File: src/rtl/sup_rst_pkg.sv
// Shared types for the supervisory reset generator.
package sup_rst_pkg;
    // Watchdog interval selection codes.
    typedef enum logic [1:0] {
        WD_SEL_SHORT = 2'b00,
        WD_SEL_MID   = 2'b01,
        WD_SEL_LONG  = 2'b10,
        WD_SEL_OFF   = 2'b11
    } wd_sel_e;
endpackage

File: src/rtl/kick_sync.sv
// Kick synchronizer and edge detector.
// Brings the asynchronous kick level through two flops and flags any
// change of the synchronized level (rising or falling) for one cycle.
// Assumes the kick stays stable for at least two clock cycles per level.
module kick_sync (
    input  logic clk,
    input  logic rst_n,
    input  logic kick_async,
    output logic kick_edge
);
    logic meta_q;
    logic sync_q;
    logic prev_q;

    // Two-flop synchronizer followed by a delayed copy for edge detection.
    always_ff @(posedge clk) begin
        if (!rst_n) begin
            meta_q <= 1'b0;
            sync_q <= 1'b0;
            prev_q <= 1'b0;
        end else begin
            meta_q <= kick_async;
            sync_q <= meta_q;
            prev_q <= sync_q;
        end
    end

    // Either direction of change is a restart request.
    assign kick_edge = sync_q ^ prev_q;
endmodule

File: src/rtl/wd_timer.sv
// Watchdog interval counter.
// Counts cycles while the system runs. A kick edge or an active system reset
// clears it. It raises expire on the last cycle of the selected interval.
// Assumes each interval parameter is at least 2 and fits in CNT_W bits.
module wd_timer
    import sup_rst_pkg::*;
#(
    parameter int unsigned WD_INT0 = 15_000_000,
    parameter int unsigned WD_INT1 = 60_000_000,
    parameter int unsigned WD_INT2 = 140_000_000,
    parameter int unsigned CNT_W   = 28
) (
    input  logic             clk,
    input  logic             rst_n,
    input  logic             holding,
    input  logic             kick_edge,
    input  logic [1:0]       sel,
    output logic             expire
);
    localparam logic [CNT_W-1:0] LAST0 = CNT_W'(WD_INT0 - 1);
    localparam logic [CNT_W-1:0] LAST1 = CNT_W'(WD_INT1 - 1);
    localparam logic [CNT_W-1:0] LAST2 = CNT_W'(WD_INT2 - 1);

    logic [CNT_W-1:0] cnt_q;
    logic [CNT_W-1:0] last_cnt;
    logic             enabled;

    // Decode the selection into a terminal count and an enable.
    always_comb begin
        enabled  = 1'b1;
        last_cnt = LAST0;
        case (wd_sel_e'(sel))
            WD_SEL_SHORT: last_cnt = LAST0;
            WD_SEL_MID:   last_cnt = LAST1;
            WD_SEL_LONG:  last_cnt = LAST2;
            default: begin
                enabled  = 1'b0;
                last_cnt = LAST0;
            end
        endcase
    end

    // Interval counter: cleared by reset, by hold-off and by kicks.
    always_ff @(posedge clk) begin
        if (!rst_n) begin
            cnt_q <= '0;
        end else if (holding || kick_edge || !enabled) begin
            cnt_q <= '0;
        end else if (cnt_q != last_cnt) begin
            cnt_q <= cnt_q + 1'b1;
        end
    end

    // Timeout when the terminal count is reached with no restart pending.
    assign expire = enabled && !holding && !kick_edge && (cnt_q == last_cnt);
endmodule

File: src/rtl/holdoff_ctrl.sv
// Reset hold-off and cause tracking.
// Keeps the system in reset after power-up, a supply fault or a watchdog
// timeout until HOLD_CYC consecutive good-supply cycles have passed.
// It records whether the last reset came from the watchdog.
// Assumes HOLD_CYC >= 2.
module holdoff_ctrl #(
    parameter int unsigned HOLD_CYC = 10_000_000,
    parameter int unsigned HOLD_W   = 24
) (
    input  logic clk,
    input  logic rst_n,
    input  logic supply_ok,
    input  logic wd_expire,
    output logic holding,
    output logic wd_cause
);
    localparam logic [HOLD_W-1:0] HOLD_LAST = HOLD_W'(HOLD_CYC - 1);

    logic [HOLD_W-1:0] hold_cnt_q;
    logic              holding_q;
    logic              cause_q;

    // Hold-off sequencing: power-up and supply faults win over the watchdog.
    always_ff @(posedge clk) begin
        if (!rst_n) begin
            holding_q  <= 1'b1;
            hold_cnt_q <= '0;
            cause_q    <= 1'b0;
        end else if (!supply_ok) begin
            holding_q  <= 1'b1;
            hold_cnt_q <= '0;
            cause_q    <= 1'b0;
        end else if (holding_q) begin
            if (hold_cnt_q == HOLD_LAST) begin
                holding_q  <= 1'b0;
                hold_cnt_q <= '0;
            end else begin
                hold_cnt_q <= hold_cnt_q + 1'b1;
            end
        end else if (wd_expire) begin
            holding_q <= 1'b1;
            cause_q   <= 1'b1;
        end
    end

    assign holding  = holding_q;
    assign wd_cause = cause_q;
endmodule

File: src/rtl/supervisor_reset.sv
// Supervisory reset generator top level.
// Combines the power-on hold-off, the supply-fail reset and an edge-restarted
// watchdog into one active-low system reset with a cause flag.
// Assumes wd_sel is static while the system runs.
module supervisor_reset #(
    parameter int unsigned HOLD_CYC = 10_000_000,
    parameter int unsigned WD_INT0  = 15_000_000,
    parameter int unsigned WD_INT1  = 60_000_000,
    parameter int unsigned WD_INT2  = 140_000_000
) (
    input  logic       clk,
    input  logic       rst_n,
    input  logic       supply_ok,
    input  logic       wd_kick,
    input  logic [1:0] wd_sel,
    output logic       sys_rst_n,
    output logic       wd_cause
);
    localparam int unsigned WD_MAX01 = (WD_INT0 > WD_INT1) ? WD_INT0 : WD_INT1;
    localparam int unsigned WD_MAX   = (WD_MAX01 > WD_INT2) ? WD_MAX01 : WD_INT2;
    localparam int unsigned CNT_W    = $clog2(WD_MAX + 1);
    localparam int unsigned HOLD_W   = $clog2(HOLD_CYC + 1);

    logic kick_edge;
    logic holding;
    logic wd_expire;

    kick_sync u_kick (
        .clk        (clk),
        .rst_n      (rst_n),
        .kick_async (wd_kick),
        .kick_edge  (kick_edge)
    );

    wd_timer #(
        .WD_INT0 (WD_INT0),
        .WD_INT1 (WD_INT1),
        .WD_INT2 (WD_INT2),
        .CNT_W   (CNT_W)
    ) u_wd (
        .clk       (clk),
        .rst_n     (rst_n),
        .holding   (holding),
        .kick_edge (kick_edge),
        .sel       (wd_sel),
        .expire    (wd_expire)
    );

    holdoff_ctrl #(
        .HOLD_CYC (HOLD_CYC),
        .HOLD_W   (HOLD_W)
    ) u_hold (
        .clk       (clk),
        .rst_n     (rst_n),
        .supply_ok (supply_ok),
        .wd_expire (wd_expire),
        .holding   (holding),
        .wd_cause  (wd_cause)
    );

    assign sys_rst_n = ~holding;
endmodule

File: config.mk
export PLATFORM = sky130hd
export DESIGN_NAME = supervisor_reset
export DESIGN_NICKNAME = d
export VERILOG_FILES = /design/src/rtl/sup_rst_pkg.sv /design/src/rtl/kick_sync.sv /design/src/rtl/wd_timer.sv /design/src/rtl/holdoff_ctrl.sv /design/src/rtl/supervisor_reset.sv
export SDC_FILE = /design/constraint.sdc
export NUM_CORES = 1
export LEC_CHECK = 0
export ABC_AREA = 0
export BUFFER_PORTS_ARGS = -buffer_cell sky130_fd_sc_hd__buf_4
export CAP_MARGIN = 40
export CELL_PAD_IN_SITES_DETAIL_PLACEMENT = 2
export CELL_PAD_IN_SITES_GLOBAL_PLACEMENT = 2
export CORE_MARGIN = 4
export CORE_UTILIZATION = 38
export CTS_CLUSTER_SIZE = 16
export DETAILED_ROUTE_END_ITERATION = 8
export PLACE_DENSITY = 0.79
export SLEW_MARGIN = 20
export SYNTH_ARGS = -nofsm -noshare
export SYNTH_HDL_FRONTEND = slang
export SYNTH_SLANG_ARGS = --single-unit
export TNS_END_PERCENT = 1
File: constraint.sdc
create_clock -name clk -period 2.4 [get_ports clk]
set_input_delay 0.24 -clock clk [delete_from_list [all_inputs] [get_ports clk]]
set_output_delay 0.24 -clock clk [all_outputs]
set_load 0.02 [all_outputs]
* Word-level counts from Yosys, hierarchy flattened *
Index checks and enable logic that the tools add are counted.

word-level totals
  register bits after elaboration = 57
  latch bits = 0
  bits in writable memories = 0
  ROM bits = 0
  bits of input ports = 6
  output and inout port bits = 2
  memories kept = 0

operators by class
  add/subtract/negate cells = 2
  multiply operators = 0
  div/mod/pow operators = 0
  magnitude comparators = 0
  equality and inequality tests = 5
  shift-type cells = 0
  multiplexer cells = 6
  bitwise operators = 3
  reductions and logical operators = 13

operators with widths
  operator                                                                number
  28-bit one-hot mux with 2 select lines                                  1
  28-bit by 1-bit adder with 28-bit output (second input constant)        1
  28-bit equality test                                                    1
  28-bit != test                                                          1
  24-bit by 1-bit adder with 24-bit output (second input constant)        1
  24-bit equality test (second input constant)                            1
  24-bit 2-to-1 mux                                                       1
  1-bit 2-to-1 mux                                                        4
  2-bit AND reduction                                                     2
  1-bit logical AND                                                       3
  1-bit zero test                                                         3
  3-bit OR reduction                                                      1
  2-bit by 1-bit equality test with 1-bit output (second input constant)  1
  2-bit equality test (second input constant)                             1
  2-bit zero test                                                         1
  1-bit logical OR                                                        2
  1-bit NOT                                                               2
  2-bit OR reduction                                                      1
  1-bit bitwise XOR                                                       1

* Depth between registers and ports, before layout *
Gate-level depths: netlist of run 1.

  depth after elaboration = 8
  depth in mapped cells = 9
  gate-level depth less buffers = 8

* Cells and area by module *
A second synthesis of run 1 with hierarchy kept.

unflattened totals
  cell total of the unflattened synthesis = 345
  area, all modules = 3014.1 µm²

by module, submodules not included
  module            instances  cells each  area each (µm²)  seq. area each (µm²)
  wd_timer          1          189         1590.3           560.5
  holdoff_ctrl      1          148         1331.3           520.5
  kick_sync         1          7           88.8             60.1
  supervisor_reset  1          1           3.8              0.0

* Worst setup path after synthesis of run 1 *
No wires, ideal clock.

  kind = register to register
  start point = reg u_hold.hold_cnt_q[0]
  end point = reg u_hold.hold_cnt_q[23]
  setup time = 0.115 ns
  arrival time = 1.768 ns
  data required time = 2.285 ns
  slack = 0.517 ns
  stages on the path, launching flop included = 9
  path buffers = 2
  clock period less this slack = 1.883 ns
  cell sequence = dfxtp_1 ha_1 and4bb_2 nand4_1 or4_1 buf_2 o21bai_4 buf_6 nor2_1

on the way
  longest elaborated chain between the ends = 2
  elaborated cells on any way between the ends = 3
  those cells by class = add/sub: 1; eq/ne: 1; mux: 1

RTL lines
  element                                                                                  line                                    RTL
  from (decl)                                                                              holdoff_ctrl.sv:19                      logic [HOLD_W-1:0] hold_cnt_q;
  from (signal assigned)                                                                   holdoff_ctrl.sv:38                      hold_cnt_q <= hold_cnt_q + 1'b1;
  24-bit by 1-bit adder with 24-bit output / 24-bit equality test (equally long branches)  holdoff_ctrl.sv:38, holdoff_ctrl.sv:34
  24-bit 2-to-1 mux (*)                                                                    holdoff_ctrl.sv:34                      if (hold_cnt_q == HOLD_LAST) begin

Every way passes the cells marked *; elsewhere a longest branch is shown, timed or not.
A chain may end at the register's enable or synchronous reset.

* Worst setup path in the final report of run 1 *
  start point = reg u_hold.hold_cnt_q[0]
  end point = reg u_hold.hold_cnt_q[12]

The elaborated chain is that of the path after synthesis.

==> results_dict.tcl, run 1 <==
set metrics [dict create \
    place_hpwl_um 5209 \
    placed_area_um2 2957 \
    setup_viol 0 \
    worstRegToRegCells 7 \
    synth_edf_count 0 \
    dr.pass1.iters 4 \
    dpl.cell_count 422 \
    grt_max_degree 27 \
    path_class "flop to flop" \
    drtIter0Drc 47 \
    maxSlewViolCount 0 \
    regArea_um2 1141 \
    numCtsBuffers 9 \
    total_leakage_power_nw 1.110 \
    num_vias 2308 \
    postSynthAreaPerCell_um2 8.626 \
    holdPathEnd "u_kick.meta_q" \
    worstHoldStart "wd_kick" \
    dieWidth_um 93.50 \
    power_density_nw_per_um2 628.6 \
    ys_ff_latch 57 \
    cts_setup_buffers 0 \
    synthArstFlopShare_pct 0 \
    drv_cap 0 \
    p_switching_mw 0.4172 \
    clkSinkCount 57 \
    num_antenna_cells 0 \
    whs_path_depth 2 \
    gp_congestion 0.7573 \
    drc 0 \
    drt-wirelength-per-cell_um 16.11 \
    nets 348 \
    arrival_ns 2.33 \
    p_comb_share_pct 2.1 \
    rsz0062_at_grt "no" \
    syn_inst 322 \
    clockBufferDepth 2 \
    skew_ns 0.01081 \
    nFillCells 793 \
    grt_pass1_vias 2493 \
    crit_required_ns 2.63 \
    cts_resized 0 \
    cp_max_fo 18 \
    hold_violations 0 \
    fin_area_um2 3177 \
    ys_warn_count 0 \
    vias_per_cell 5.269 \
    synth_cell_types 45 \
    seq_area_frac_synth_pct 41.08 \
    cts_tree "built" \
    relSlewSlack_pct 65.74 \
    synth_nets 333 \
    top_level_ports 8 \
    grt_usage_pct 17.74 \
    rows 30 \
    timing.fmax_ghz 0.4751 \
    vdd_ir_drop_max_mv 0.4145 \
    area_growth_pct 14.37 \
    grt_overflow 0 \
    worstHoldPathType "input port to flop" \
    utilization_pct 45.75 \
    drive_gt1_share_pct 11.40 \
    period_share_pct 87.70 \
    initial_core_util_pct 40.00 \
    die_h_um 93.50 \
    clkLatencyLatePin_ns 0.34 \
    endpoint_kind "flop" \
    syn_area_um2 2778 \
    rr_startpoint "u_hold.hold_cnt_q[0]" \
    crit_path_start_kind "flop" \
    p_clk_share_pct 50.3 \
    fin_cells 438 \
    p_int_mw 1.580 \
    core-area_um2 6944 \
    switching_share_pct 20.90 \
    setup_tns_ns 0 \
    power_frac_seq_pct 47.7 \
    multi_input_area_um2 1563 \
    antenna_found_initial 0 \
    worstMarginPinSlew_ns 0.5139 \
    fin_crit_ns 2.105 \
    ys.flop_type "dfxtp_1" \
    grt_pass1_wl_um 12110 \
    place.port_buffers 7 \
    cts_hold_buf 0 \
    status "finished clean" \
    root_buffer "clkbuf_8" \
    htree_levels 3 \
    fin_total_pwr_mw 1.997 \
    antenna_left 0 \
    die-area_um2 8741 \
    clkTransAtPathRegs_ns 0.07 \
    r2r_slack_ns 0.30 \
    r2r-end "u_hold.hold_cnt_q[12]" \
    postRouteWirelength_um 7057 \
]
sequential cells by signal, indices dropped and copies added, names as in the netlist:
| signal | count |
|---|---|
| u_kick.prev_q | 1 |
| u_hold.holding | 1 |
| u_kick.sync_q | 1 |
| u_wd.cnt_q | 28 |
| u_hold.hold_cnt_q | 24 |
| u_hold.wd_cause | 1 |
| u_kick.meta_q | 1 |
power by group through the flow:
| stage | Clock [mW] | Combinational, mW | Sequential (mW) |
|---|---|---|---|
| floorplan | 0 | 0.0229 | 0.973 |
| global route | 1.08 | 0.0466 | 0.952 |
| CTS | 1.03 | 0.0424 | 0.952 |
| detailed placement | 0 | 0.0422 | 0.974 |
| finish | 1.00 | 0.0411 | 0.952 |
| global placement | 0 | 0.0399 | 0.973 |
synth_stat cells (2+ instances only):
cell      instances  area, µm²
nand2_1          25      93.84
nor3b_1           2      15.01
and4b_1           2      20.02
mux2i_1           2      20.02
xor2_1           21      183.9
and2_1            5      31.28
nor2_1           57      214.0
a21oi_1          15      75.07
o21ai_0           8      40.04
nor4_4            2      42.54
nor3_1            4      20.02
nand3_1          21      105.1
buf_2             5      25.02
nand2b_1          5      31.28
or3_1             5      31.28
dfxtp_1          57       1141
nand4_1          11      68.82
and3_1           11      68.82
ha_1              5      62.56
and4_1            4      35.03
xnor2_1          20      175.2
nand3b_1          2      15.01
clkbuf_1          2      7.510
nor4b_1           3      26.28
inv_1             8      30.03
area by class of cell:
cell class                 instances  share of cell area (%)
sequential                        57                   35.92
multi-input combinational        249                   49.19
timing repair buffer              12                   3.230
clock buffer                      11                   4.451
clock inverter                     5                   2.481
tap                               96                   3.781
inverter                           8                  0.9453
routing by layer:
metal	wire length (µm)	global-route usage, %	up-vias
met5	0	0	-
met1	3000	19.18	1138
met2	3774	33.11	19
met4	93	5.495	0
met3	189	4.907	8
li1	-	-	1143
placed cells by master (no fill, tap or decap), drive strengths merged, types with 8 or more instances in the layout:
cell     n
nand2   26
nor2    57
nand4   12
inv      8
xnor2   20
clkbuf  11
and3    11
nand3   22
dfxtp   57
buf     12
a21oi   15
xor2    21
o21ai    8
worst max-delay path by stage:
| stage | startpoint | end | slack [ns] | cells after the start |
|---|---|---|---|---|
| 2_1_floorplan | u_hold.hold_cnt_q[0] | u_hold.hold_cnt_q[23] | 0.52 | 8 |
| 3_3_place_gp | wd_sel[0] | u_wd.cnt_q[7] | 0.25 | 8 |
| 3_5_place_dp | wd_sel[1] | u_wd.cnt_q[7] | 0.22 | 9 |
| 4_1_cts | u_hold.hold_cnt_q[0] | u_hold.hold_cnt_q[9] | 0.26 | 7 |
| 5_1_grt | u_wd.cnt_q[0] | u_wd.cnt_q[0] | 0.14 | 7 |
| 6_report | u_hold.hold_cnt_q[0] | u_hold.hold_cnt_q[12] | 0.30 | 7 |
logic make-up (layout without fill, tap and decap cells):
family | count (synthesis) | count (layout) | synth area share, %
compound gates | 32 | 32 | 7.343
xor+xnor | 41 | 41 | 12.93
fa+ha+maj | 5 | 5 | 2.252
buf+inv | 16 | 36 | 2.658
flops | 57 | 57 | 41.08
mux | 2 | 2 | 0.7207
simple gates | 169 | 169 | 33.02
critical path, stage by stage, from the launching register on:
cell and delay, ns:
dfxtp_1 0.40, ha_1 0.27, and4bb_2 0.24, nand4_1 0.08, or4_1 0.58, o21bai_4 0.20
buf_12 0.16, nor2_1 0.06
per-stage QoR:
stage	setup slack (ns)	hold WS [ns]
after floorplan	0.5169	0.3617
after global placement	0.2484	0.4314
after detailed placement	0.2233	0.4236
after CTS	0.2592	0.1106
after global routing	0.1353	0.1193
final	0.2953	0.1206
Power figures use the tool's default switching activity.
==> inputs of run 2 (changes only) <==
CORE_UTILIZATION = 40   (was 38)
CTS_BUF_LIST = sky130_fd_sc_hd__clkbuf_8   (was default)
PLACE_DENSITY = 0.82   (was 0.79)
==> run 2 against run 1 <==
Against the previous run:
- cell count decreased by 3.7%
- sequential share of layout area increased by 0.21 points
- sequential power about the same
- critical path depth unchanged
- cell area decreased by 0.59%
- utilization increased by 0.99 points
- via count decreased by 0.48%
- critical endpoint is now u_hold.hold_cnt_q[14]
- power decreased by 1.8%
- critical path type unchanged
- combinational power increased by 5.4%
- register-to-register slack improved by 0.03 ns
- count of clock-buffer cells in the layout increased by 2
==> results_dict.tcl, run 2 (synthesis results as in run 1) <==
set metrics [dict create \
    dpl.cell_count 407 \
    skew_ns 0.009497 \
    drt-wirelength-per-cell_um 17.35 \
    fin_ws_ns 0.3248 \
    die-area_um2 8341 \
    cts_setup_buffers 0 \
    fin_area_um2 3158 \
    worstMarginPinSlew_ns 0.4923 \
    grt_usage_pct 19.40 \
    status "finished clean" \
    clkSinkCount 57 \
    num_vias 2297 \
    dieWidth_um 91.33 \
    antenna_left 0 \
    core-area_um2 6756 \
    holdPathEnd "u_kick.meta_q" \
    utilization_pct 46.74 \
    nFillCells 755 \
    nets 349 \
    placed_area_um2 2944 \
    numCtsBuffers 9 \
    grt_pass1_wl_um 12800 \
    dp_slack_ns 0.2191 \
    worst_hold_slack_ns 0.1440 \
    timing.fmax_ghz 0.4819 \
    drive_gt1_share_pct 11.70 \
    clkLatencyLatePin_ns 0.34 \
    place_hpwl_um 5127 \
    arrival_ns 2.31 \
    dr.pass1.iters 4 \
    fin_crit_ns 2.075 \
    fin_total_pwr_mw 1.961 \
    rows 30 \
    num_antenna_cells 0 \
    total_leakage_power_nw 1.112 \
    worstRegToRegCells 7 \
    slowest_delay_ns 0.58 \
    place.port_buffers 7 \
    largest_register_ffs 28 \
    cp_max_fo 18 \
    fin_cells 422 \
    relSlewSlack_pct 67.18 \
    grt_max_degree 19 \
    top_regs "u_wd.cnt_q (28), u_hold.hold_cnt_q (24)" \
    clkTransAtPathRegs_ns 0.07 \
    rsz0062_at_grt "no" \
    clockBufferDepth 2 \
    setup_tns_ns 0 \
    vdd_ir_drop_max_mv 0.3286 \
    postRouteWirelength_um 7322 \
    gp_congestion 0.7485 \
    grt_pass1_vias 2493 \
    whs_path_depth 2 \
    maxSlewViolCount 0 \
    power_density_nw_per_um2 620.9 \
    cts_resized 0 \
    worstHoldStart "wd_kick" \
    antenna_found_initial 0 \
    drtIter0Drc 60 \
    initial_core_util_pct 41.11 \
    hold_violations 0 \
    period_share_pct 86.47 \
    crit_required_ns 2.63 \
    cts_tree "built" \
    regMostFlops "u_wd.cnt_q" \
    drv_cap 0 \
    setup_viol 0 \
    path_cells "ha_1 -> and4bb_2 -> nand4_1 -> or4_1 -> o21bai_4 -> buf_12 -> nor2_1" \
    die_h_um 91.33 \
    root_buffer "clkbuf_8" \
    grt_overflow 0 \
    crit_family "simple AND/OR/NAND/NOR gates" \
    cp_slowest_cell "or4_1" \
    rr_startpoint "u_hold.hold_cnt_q[0]" \
    cts_hold_buf 0 \
    htree_levels 3 \
    vias_per_cell 5.443 \
    r2r_slack_ns 0.32 \
    top_level_ports 8 \
    path_class "flop to flop" \
    r2r-end "u_hold.hold_cnt_q[14]" \
    worstHoldPathType "input port to flop" \
    critical_path_buf_inv_count 1 \
    crit_path_start_kind "flop" \
    most-common-layout-cells "nor2_1, dfxtp_1, nand2_1" \
    drc 0 \
    area_growth_pct 13.69 \
    endpoint_kind "flop" \
]
run 2: power breakdown:
part	internal (mW)	switching [mW]
logic	0.0192	0.0241
clock network	0.585	0.380
registers	0.950	0.00294
total	1.55	0.407
run 2: worst max-delay path by stage:
| stage | startpoint | end | cells after the start |
|---|---|---|---|
| after global routing | u_wd.cnt_q[0] | u_wd.cnt_q[7] | 7 |
| after CTS | u_hold.hold_cnt_q[0] | u_hold.hold_cnt_q[14] | 7 |
| after global placement | u_hold.hold_cnt_q[16] | u_hold.hold_cnt_q[17] | 6 |
| after floorplan | u_hold.hold_cnt_q[0] | u_hold.hold_cnt_q[23] | 8 |
| final | u_hold.hold_cnt_q[0] | u_hold.hold_cnt_q[14] | 7 |
| after detailed placement | wd_sel[0] | u_wd.cnt_q[7] | 9 |
run 2: layout make-up:
class	instances	area, µm²	share of cell area, %
clock buffer	13	178.9	5.666
clock inverter	2	35.03	1.109
inverter	8	30.03	0.9509
multi-input combinational	249	1563	49.48
sequential	57	1141	36.13
tap	80	100.1	3.170
timing repair buffer	13	110.1	3.487
run 2: worst register-to-register path: cells and delay by family, from the launching register on:
kind,cells,cell delay (ns)
DFF,1,0.41
adders and majority gates,1,0.21
AOI/OAI and AO/OA,1,0.20
and+or+nand+nor,4,0.97
buffers and inverters,1,0.17
run 2: metal layers:
layer	GRT usage, %	part of all wire (%)
met1	23.40	46
met3	5.468	2.0
met2	33.84	51
met5	0	0
met4	4.899	1.2
